==> config.mk <==
export PLATFORM = sky130hd
export DESIGN_NAME = cfq_front
export DESIGN_NICKNAME = d
export VERILOG_FILES = /design/src/rtl/cfq_pkg.sv /design/src/rtl/cfq_fifo.sv /design/src/rtl/cfq_regs.sv /design/src/rtl/cfq_front.sv
export SDC_FILE = /design/constraint.sdc
export NUM_CORES = 1
export LEC_CHECK = 0
export CAP_MARGIN = 25
export CORE_UTILIZATION = 39
export DETAILED_ROUTE_END_ITERATION = 10
export DONT_BUFFER_PORTS = 1
export GPL_TIMING_DRIVEN = 0
export SYNTH_ARGS = -nofsm -noshare
export SYNTH_HDL_FRONTEND = slang
export SYNTH_HIERARCHICAL = 1
export SYNTH_SLANG_ARGS = --single-unit
==> constraint.sdc <==
create_clock -name clk -period 6.3 [get_ports clk]
set_input_delay 0.315 -clock clk [delete_from_list [all_inputs] [get_ports clk]]
set_output_delay 0.315 -clock clk [all_outputs]
set_load 0.005 [all_outputs]
==> src/rtl/cfq_pkg.sv <==
package cfq_pkg;
    localparam int DATA_W     = 16;
    localparam int SEL_W      = 3;
    localparam int SUB_IDX_W  = 4;
    localparam int SUB_VAL_W  = DATA_W - SUB_IDX_W;

    typedef enum logic [SEL_W-1:0] {
        SEL_SRC_X = 3'd0,
        SEL_SRC_Y = 3'd1,
        SEL_DST_X = 3'd2,
        SEL_DST_Y = 3'd3,
        SEL_WIDTH = 3'd4,
        SEL_MIX   = 3'd5,
        SEL_MULTI = 3'd6,
        SEL_CMD   = 3'd7
    } reg_sel_e;

    localparam logic [SUB_IDX_W-1:0] SUB_HEIGHT = 4'h0;
    localparam logic [SUB_IDX_W-1:0] SUB_PIXCTL = 4'hA;

    typedef struct packed {
        reg_sel_e          sel;
        logic [DATA_W-1:0] data;
    } entry_t;

    function automatic logic [SUB_IDX_W-1:0] sub_index(input logic [DATA_W-1:0] w);
        return w[DATA_W-1 -: SUB_IDX_W];
    endfunction

    function automatic logic [SUB_VAL_W-1:0] sub_value(input logic [DATA_W-1:0] w);
        return w[SUB_VAL_W-1:0];
    endfunction
endpackage

==> src/rtl/cfq_fifo.sv <==
module cfq_fifo
    import cfq_pkg::*;
#(
    parameter int DEPTH = 8
) (
    input  logic                         clk,
    input  logic                         rst,
    input  logic                         push,
    input  entry_t                       push_ent,
    input  logic                         pop,
    output entry_t                       head,
    output logic [$clog2(DEPTH+1)-1:0]   count,
    output logic                         overflow
);
    localparam int PTR_W = (DEPTH > 1) ? $clog2(DEPTH) : 1;
    localparam int CNT_W = $clog2(DEPTH+1);
    localparam logic [CNT_W-1:0] CNT_FULL = CNT_W'(DEPTH);

    entry_t             mem [DEPTH];
    logic [PTR_W-1:0]   wr_ptr, rd_ptr;
    logic               full, accept, take;

    function automatic logic [PTR_W-1:0] bump(input logic [PTR_W-1:0] p);
        return (p == PTR_W'(DEPTH-1)) ? '0 : p + 1'b1;
    endfunction

    assign full   = (count == CNT_FULL);
    assign accept = push && !full;
    assign take   = pop && (count != '0);
    assign head   = mem[rd_ptr];

    always_ff @(posedge clk) begin
        if (accept) mem[wr_ptr] <= push_ent;
    end

    always_ff @(posedge clk) begin
        if (rst) begin
            wr_ptr   <= '0;
            rd_ptr   <= '0;
            count    <= '0;
            overflow <= 1'b0;
        end else begin
            if (accept) wr_ptr <= bump(wr_ptr);
            if (take)   rd_ptr <= bump(rd_ptr);
            case ({accept, take})
                2'b10:   count <= count + 1'b1;
                2'b01:   count <= count - 1'b1;
                default: count <= count;
            endcase
            if (push && full) overflow <= 1'b1;
        end
    end

    // occupancy never exceeds the slot count
    a_r2_count_bound: assert property (@(posedge clk) disable iff (rst)
        count <= CNT_FULL);
    // overflow flag is sticky
    a_r3_overflow_sticky: assert property (@(posedge clk) disable iff (rst)
        overflow |=> overflow);
    // a write into a full queue does not grow it
    a_r3_drop_when_full: assert property (@(posedge clk) disable iff (rst)
        (push && full && !pop) |=> (count == CNT_FULL) && overflow);
endmodule

==> src/rtl/cfq_regs.sv <==
module cfq_regs
    import cfq_pkg::*;
(
    input  logic                  clk,
    input  logic                  rst,
    input  entry_t                head,
    input  logic                  has_entry,
    input  logic                  eng_busy,
    output logic                  pop,
    output logic                  eng_start,
    output logic [DATA_W-1:0]     cmd_word,
    output logic [DATA_W-1:0]     src_x,
    output logic [DATA_W-1:0]     src_y,
    output logic [DATA_W-1:0]     dst_x,
    output logic [DATA_W-1:0]     dst_y,
    output logic [DATA_W-1:0]     width_m1,
    output logic [SUB_VAL_W-1:0]  height_m1,
    output logic [DATA_W-1:0]     fg_mix,
    output logic [SUB_VAL_W-1:0]  pix_ctrl
);
    logic                  head_is_cmd;
    logic [SUB_IDX_W-1:0]  idx;
    logic [SUB_VAL_W-1:0]  val;

    assign head_is_cmd = (head.sel == SEL_CMD);
    assign idx         = sub_index(head.data);
    assign val         = sub_value(head.data);
    // operation words wait for an idle engine and no start in flight
    assign pop = has_entry && (!head_is_cmd || (!eng_busy && !eng_start));

    always_ff @(posedge clk) begin
        if (rst) begin
            eng_start <= 1'b0;
            cmd_word  <= '0;
            src_x     <= '0;
            src_y     <= '0;
            dst_x     <= '0;
            dst_y     <= '0;
            width_m1  <= '0;
            height_m1 <= '0;
            fg_mix    <= '0;
            pix_ctrl  <= '0;
        end else begin
            eng_start <= 1'b0;
            if (pop) begin
                unique case (head.sel)
                    SEL_SRC_X: src_x    <= head.data;
                    SEL_SRC_Y: src_y    <= head.data;
                    SEL_DST_X: dst_x    <= head.data;
                    SEL_DST_Y: dst_y    <= head.data;
                    SEL_WIDTH: width_m1 <= head.data;
                    SEL_MIX:   fg_mix   <= head.data;
                    SEL_MULTI: begin
                        if (idx == SUB_HEIGHT) height_m1 <= val;
                        if (idx == SUB_PIXCTL) pix_ctrl  <= val;
                    end
                    SEL_CMD: begin
                        cmd_word  <= head.data;
                        eng_start <= 1'b1;
                    end
                    default: ;
                endcase
            end
        end
    end

    // the start output is a single-cycle pulse
    a_r7_start_single: assert property (@(posedge clk) disable iff (rst)
        eng_start |=> !eng_start);
    // a start follows only a pop made while the engine was idle
    a_r7_start_when_idle: assert property (@(posedge clk) disable iff (rst)
        eng_start |-> !$past(eng_busy));
    // unknown multifunction indexes leave height and pixel control alone
    a_r6_other_index_ignored: assert property (@(posedge clk) disable iff (rst)
        (pop && head.sel == SEL_MULTI && idx != SUB_HEIGHT && idx != SUB_PIXCTL)
        |=> ($stable(height_m1) && $stable(pix_ctrl)));
endmodule

==> src/rtl/cfq_front.sv <==
module cfq_front
    import cfq_pkg::*;
#(
    parameter int DEPTH = 8
) (
    input  logic                  clk,
    input  logic                  rst,
    input  logic                  wr_en,
    input  logic [2:0]            wr_sel,
    input  logic [15:0]           wr_data,
    output logic [DEPTH-1:0]      occ_mask,
    output logic                  overflow,
    output logic                  busy,
    input  logic                  eng_busy,
    output logic                  eng_start,
    output logic [15:0]           cmd_word,
    output logic [15:0]           src_x,
    output logic [15:0]           src_y,
    output logic [15:0]           dst_x,
    output logic [15:0]           dst_y,
    output logic [15:0]           width_m1,
    output logic [11:0]           height_m1,
    output logic [15:0]           fg_mix,
    output logic [11:0]           pix_ctrl
);
    localparam int CNT_W = $clog2(DEPTH+1);

    entry_t            in_ent, head;
    logic [CNT_W-1:0]  count;
    logic              pop;

    assign in_ent.sel  = reg_sel_e'(wr_sel);
    assign in_ent.data = wr_data;

    cfq_fifo #(.DEPTH(DEPTH)) u_fifo (
        .clk      (clk),
        .rst      (rst),
        .push     (wr_en),
        .push_ent (in_ent),
        .pop      (pop),
        .head     (head),
        .count    (count),
        .overflow (overflow)
    );

    cfq_regs u_regs (
        .clk       (clk),
        .rst       (rst),
        .head      (head),
        .has_entry (count != '0),
        .eng_busy  (eng_busy),
        .pop       (pop),
        .eng_start (eng_start),
        .cmd_word  (cmd_word),
        .src_x     (src_x),
        .src_y     (src_y),
        .dst_x     (dst_x),
        .dst_y     (dst_y),
        .width_m1  (width_m1),
        .height_m1 (height_m1),
        .fg_mix    (fg_mix),
        .pix_ctrl  (pix_ctrl)
    );

    for (genvar g = 0; g < DEPTH; g++) begin : g_therm
        assign occ_mask[g] = (count > CNT_W'(g));
    end

    assign busy = (count != '0) || eng_start || eng_busy;

    // the mask carries one set bit per queued entry
    a_r2_mask_matches: assert property (@(posedge clk) disable iff (rst)
        $countones(occ_mask) == count);
    // engine activity is always visible on busy
    a_r9_busy_engine: assert property (@(posedge clk) disable iff (rst)
        eng_busy |-> busy);
    // a start pulse is covered by busy
    a_r9_busy_start: assert property (@(posedge clk) disable iff (rst)
        eng_start |-> busy);
endmodule

Word-level counts from Yosys, hierarchy flattened
Memories as Yosys holds them, arrays and structs flattened. A register that Yosys moved wholly into a read port is not among the register bits.
Index checks and enable logic that the tools add are counted.
{"block": "classes", "add_sub_neg": 4, "order_cmp": 8, "eq_ne": 13, "muxes": 8, "bitwise_logic": 1, "reduce_logical": 26}
{"operator": "equality test 3 bit, second input constant", "n": 6}
{"operator": "> comparator 4 x 3 -> 1 bit, second input constant", "n": 4}
{"operator": "AND reduction 2 bit", "n": 7}
{"operator": "two-way mux 3 bit", "n": 4}
{"operator": "equality test 4 bit, second input constant", "n": 2}
{"operator": "> comparator 4 x 1 -> 1 bit, second input constant", "n": 2}
{"operator": "> comparator 4 x 2 -> 1 bit, second input constant", "n": 2}
{"operator": "one-hot mux 4 bit (2 select lines)", "n": 1}
{"operator": "adder 3 x 1 -> 3 bit, second input constant", "n": 2}
{"operator": "equality test 3 x 2 -> 1 bit, second input constant", "n": 2}
{"operator": "AND reduction 3 bit", "n": 2}
{"operator": "logical AND 1 bit", "n": 5}
{"operator": "adder 4 x 1 -> 4 bit, second input constant", "n": 1}
{"operator": "logical NOT 1 bit", "n": 4}
{"operator": "logical NOT 4 bit", "n": 1}
{"operator": "nonzero test 4 bit", "n": 1}
{"operator": "subtractor 4 x 1 -> 4 bit, second input constant", "n": 1}
{"operator": "equality test 3 x 1 -> 1 bit, second input constant", "n": 1}
{"operator": "logical NOT 3 bit", "n": 1}
{"operator": "logical OR 1 bit", "n": 3}
{"operator": "two-way mux 1 bit", "n": 3}
{"operator": "equality test 2 x 1 -> 1 bit, second input constant", "n": 1}
{"operator": "equality test 2 bit, second input constant", "n": 1}
{"operator": "nonzero test 2 bit", "n": 1}
{"operator": "2 further kinds", "n": 2}
{"block": "word_totals", "reg_bits": 148, "mem_bits_rw": 152, "input_bits": 23, "output_inout_bits": 147, "mem_count": 1}
{"name": "u_fifo.mem", "words": 8, "width": 19, "read_ports": 1, "rd_clocked_by_memory_dff": 1, "wr": 1, "line": "cfq_fifo.sv:19", "text": "entry_t mem [DEPTH];"}

Logic depth before layout (Yosys ltp)
{"block": "logic_depth", "word_depth": 7, "ltp_mapped": 16}

Modules after synthesis
The synthesis kept the hierarchy.
{"mod": "cfq_fifo", "n_inst": 1, "cells_each": 296, "area_per_inst_um2": 6530.0}
{"mod": "cfq_regs", "n_inst": 1, "cells_each": 595, "area_per_inst_um2": 5182.5}
{"mod": "cfq_front", "n_inst": 1, "cells_each": 10, "area_per_inst_um2": 72.6}

Least setup slack after synthesis
Ideal clock, no wire load.
{"block": "synth_timing", "path_kind": "flip-flop to flip-flop", "startpoint": "reg with a tool-made name", "endpoint": "reg u_fifo.count[3]", "setup_ps": 123, "arrival_ps": 3059, "required_ps": 6177, "setup_slack_ps": 3117, "path_stages_with_launch": 14, "n_path_buf": 3, "period_less_slack_ps": 3183, "path_cell_list": "dfxtp_1 buf_6 buf_12 mux4_2 mux2_4 buf_4 o2111ai_1 and2_1 o21ai_2 inv_1 ha_1 or3_1 o32ai_1 mux2_1"}
{"item": "end signal: assignment", "line": "cfq_fifo.sv:46", "text": "2'b10: count <= count + 1'b1;"}
{"item": "end signal: assignment", "line": "cfq_fifo.sv:47", "text": "2'b01: count <= count - 1'b1;"}
{"item": "end signal: assignment", "line": "cfq_fifo.sv:48", "text": "default: count <= count;"}
{"item": "end: declaration", "line": "cfq_fifo.sv:12", "text": "output logic [$clog2(DEPTH+1)-1:0] count,"}

==> results.md <==
* Status: finished, final reports clean
* Post-synth ARST share at 0%
* Final wirelength at 29200 µm
* Gr usage total at 18.7%
* Commonest non-fill, non-tap cells in the layout: nand2_1, edfxtp_1, dfxtp_1, a21oi_1, nand2b_1
* Yosys reg bits at around 300
* Reg2Reg Depth at 13
* Combinational power share at between 10% and 20%
* Vias at 7205
* Max Fclk at 279 MHz
* Routed length per placed instance at approximately 21 µm
* Chip Width at 176 µm
* Worst-Margin Slew at 0.818 ns
* CTS resizes at 0
* Worst path max stage delay at slightly below 0.4 ns
* Fin crit share at between 50% and 60%
* DP Wirelength at ~20000 µm
* Crit-path most repeated cell: buf_2
* Setup repair after global routing missed its margin: no
* Final setup viols at 0
* Worst EP arrival at a little under 4 ns
* CTS Sinks at 303
* TritonCTS Buffers at 34
* Total number of H-tree levels at 2
* CP bufs+invs at 4
* Worst-path clk slew at 0.06 ns
* Worst hold path type: in2reg
* Skew-Pair Late Insertion Delay at 0.50 ns
* Reg2reg setup slack at around 2.7 ns
* Power per Cell Area at about 390 nW/µm²
* # hold bufs at CTS at 20
* Pint at 3.86 mW
* CP Cell Sequence: buf_2, buf_2, mux4_2, mux2_4, buf_6, o2111ai_1, and2_1, o21ai_2, inv_1, ha_1, or3_1, o32ai_1, mux2_1
* Largest net degree at the start of global routing at 14
* Net Switching at 1.54 mW
* Placer Congestion at 0.775
* Global-route wire length before repair at 43700 µm
* Root Buffer: clkbuf_16
* P&R area growth vs syn at 16.9%
* Sequential share of power at 44.1%
* Tmin final at roughly 3.6 ns
* CP Capture Type: flip-flop
* Slowest CP cell: or3_1
* Worst path required time at 6.69 ns
* Die area at 30900 µm²
* Crit path kind: reg2reg
* Final slew viol count at 0
* Final antenna-violating net count at 0
* Post-synth EDFFs at 152
* Crit path max fanout at 10
* Vias per cell at 5.19
* Cell Area, Synth at 11800 µm²
* Distinct cells, synth at slightly above 50
* Top FF cell, synth: edfxtp_1
* Max cap viols at 0
* Hold_sp: rst
* Die height at approximately 180 µm
* Commonest non-fill, non-tap cell in the layout: nand2_1
* P_leak at 4.74 nW
* Largest delay share family, worst path: multiplexers
* Initial Utilization at about two fifths
* Sw frac at 28.5%
* Post-synthesis sequential area ratio at between 60% and 70%
* Post-layout total power at 5.41 mW
* IO Pins at 170
* DR DRC count at 0
* Mean Syn Cell Area at 13.1 µm²
* WHS at roughly 0.029 ns
* PortBufs at 0
* WHS Endpoint: u_fifo/count[3]
* Final Hold Violating Endpoints at 0
* DRT Pass-1 Iters at 5
* Cells after Synth at 901
* Synth warnings at 6
* Clk_skew at 0.0109 ns
* Setup tns final at 0 ns
* Layout cells sized above 1 at 16.1%
* Syn Nets at 931
* Number of global-route vias before repair at 7072
* Gr ovfl total at 0
* Headroom to the max-slew limit at around 45%
* CTS tree: built
* Nets@finish at 1001
* Setup crit start kind: flip-flop
* Worst hold path depth at 2
* Initial antenna violation count at 3
* Core area at 29700 µm²
* R2R Path End: u_fifo/count[3]
* Starting DRT DRC Count at 521
* Longest Clk Path Bufs at 3
* Peak supply drop at 0.000172 V
* Rows at 63
* Clk network pwr share at 35.9%
* Setup bufs post-CTS at 0
## worst max-delay path by stage
| stage | end | slack (ns) | cells past startpoint |
|---|---|---|---|
| after global routing | u_fifo/count[2] | 2.47 | 16 |
| final | u_fifo/count[3] | 2.72 | 13 |
| after floorplan | u_fifo/count[3] | 3.12 | 13 |
| after detailed placement | u_fifo/count[3] | 2.71 | 13 |
| after global placement | u_fifo/mem[0][14] | 1.25 | 3 |
| after CTS | u_fifo/count[3] | 2.70 | 13 |
## layer usage
metal	vias up	wire length (µm)	global-route usage, %
li1	3361	-	-
met1	3560	12500	24.1
met2	227	13700	30.3
met3	53	2300	5.39
met4	4	749	6.09
met5	-	25	0
## layout make-up
class                           instances  area [µm²]
Fill cell                            2648       15900
Sequential cell                       303        7590
Multi-Input combinational cell        533        3880
Clock buffer                           49        1000
Tap cell                              390         488
Timing Repair Buffer                   34         362
Buffer                                 63         347
Clock inverter                         12         110
Inverter                                2        7.51
Antenna cell                            1        2.50
## sequential cells by signal, indices dropped and copies added, names as in the netlist, named ones only
name and cells:
u_regs/height_m1 12, u_regs/src_y 16, u_regs/eng_start 1, u_fifo/wr_ptr 3, u_fifo/count 4, u_fifo/rd_ptr 3, u_regs/dst_y 16, u_regs/width_m1 16
u_regs/cmd_word 16, u_regs/dst_x 16, u_regs/fg_mix 16, u_fifo/overflow 1, u_regs/src_x 16, u_regs/pix_ctrl 12, u_fifo/mem 152
## worst reg2reg max path: cells and delay by family (launching register included)
kind,cells,cell delay (ns)
AOI/OAI and AO/OA,3,0.36
adders and majority gates,1,0.31
buffers and inverters,4,0.87
DFF,1,0.33
muxes,3,1.02
and+or+nand+nor,2,0.58
## logic make-up after synthesis
| group | count (synthesis) | share of synthesized area, % |
|---|---|---|
| simple gates | 307 | 12.7 |
| compound gates | 114 | 5.17 |
| mux | 102 | 13.8 |
| xor+xnor | 3 | 0.223 |
| buf+inv | 65 | 3.00 |
| flops | 303 | 64.4 |
| fa+ha+maj | 7 | 0.743 |
## power groups by stage
| stage | combinational, mW | sequential [mW] | clock (mW) |
|---|---|---|---|
| finish | 1.08 | 2.39 | 1.94 |
| global route | 1.17 | 2.40 | 2.08 |
| CTS | 1.09 | 2.39 | 1.99 |
| detailed placement | 1.06 | 2.43 | 0 |
| global placement | 1.04 | 2.43 | 0 |
| floorplan | 0.757 | 2.37 | 0 |
## through the flow
| step | cell area (µm²) | cells | worst slack [ns] | utilization, % |
|---|---|---|---|---|
| after CTS | 13800 | 1386 | 2.70 | 46.4 |
| after global routing | 13800 | 1386 | 2.47 | 46.4 |
| after floorplan | 11800 | 901 | 3.12 | - |
| final | 13800 | 1387 | 2.72 | 46.4 |
| after detailed placement | 12500 | 1305 | 2.71 | 42.0 |
| after global placement | 12300 | 1291 | 1.25 | 41.3 |
## Yosys cell counts (all sizes together), types with 2 or more instances
cell type / n / share of area (%)
nand2: 196 / 6.2
edfxtp: 152 / 39
dfxtp: 151 / 26
a21oi: 102 / 4.3
nand2b: 59 / 3.1
mux2i: 44 / 3.7
mux4: 38 / 7.5
clkbuf: 35 / 1.1
buf: 28 / 1.8
mux2: 20 / 2.5
nor2: 12 / 0.38
or3: 8 / 0.48
ha: 7 / 0.74
nor3: 6 / 0.30
nor2b: 4 / 0.21
o21ai: 4 / 0.30
nand4bb: 3 / 0.29
xor2: 3 / 0.22
a21o: 2 / 0.15
a31oi: 2 / 0.11
and4b: 2 / 0.17
and4bb: 2 / 0.21
inv: 2 / 0.064
nand4: 2 / 0.23
nand4b: 2 / 0.15
nor4: 2 / 0.11
nor4bb: 2 / 0.17
No activity file was read; power rests on OpenSTA's default activity.
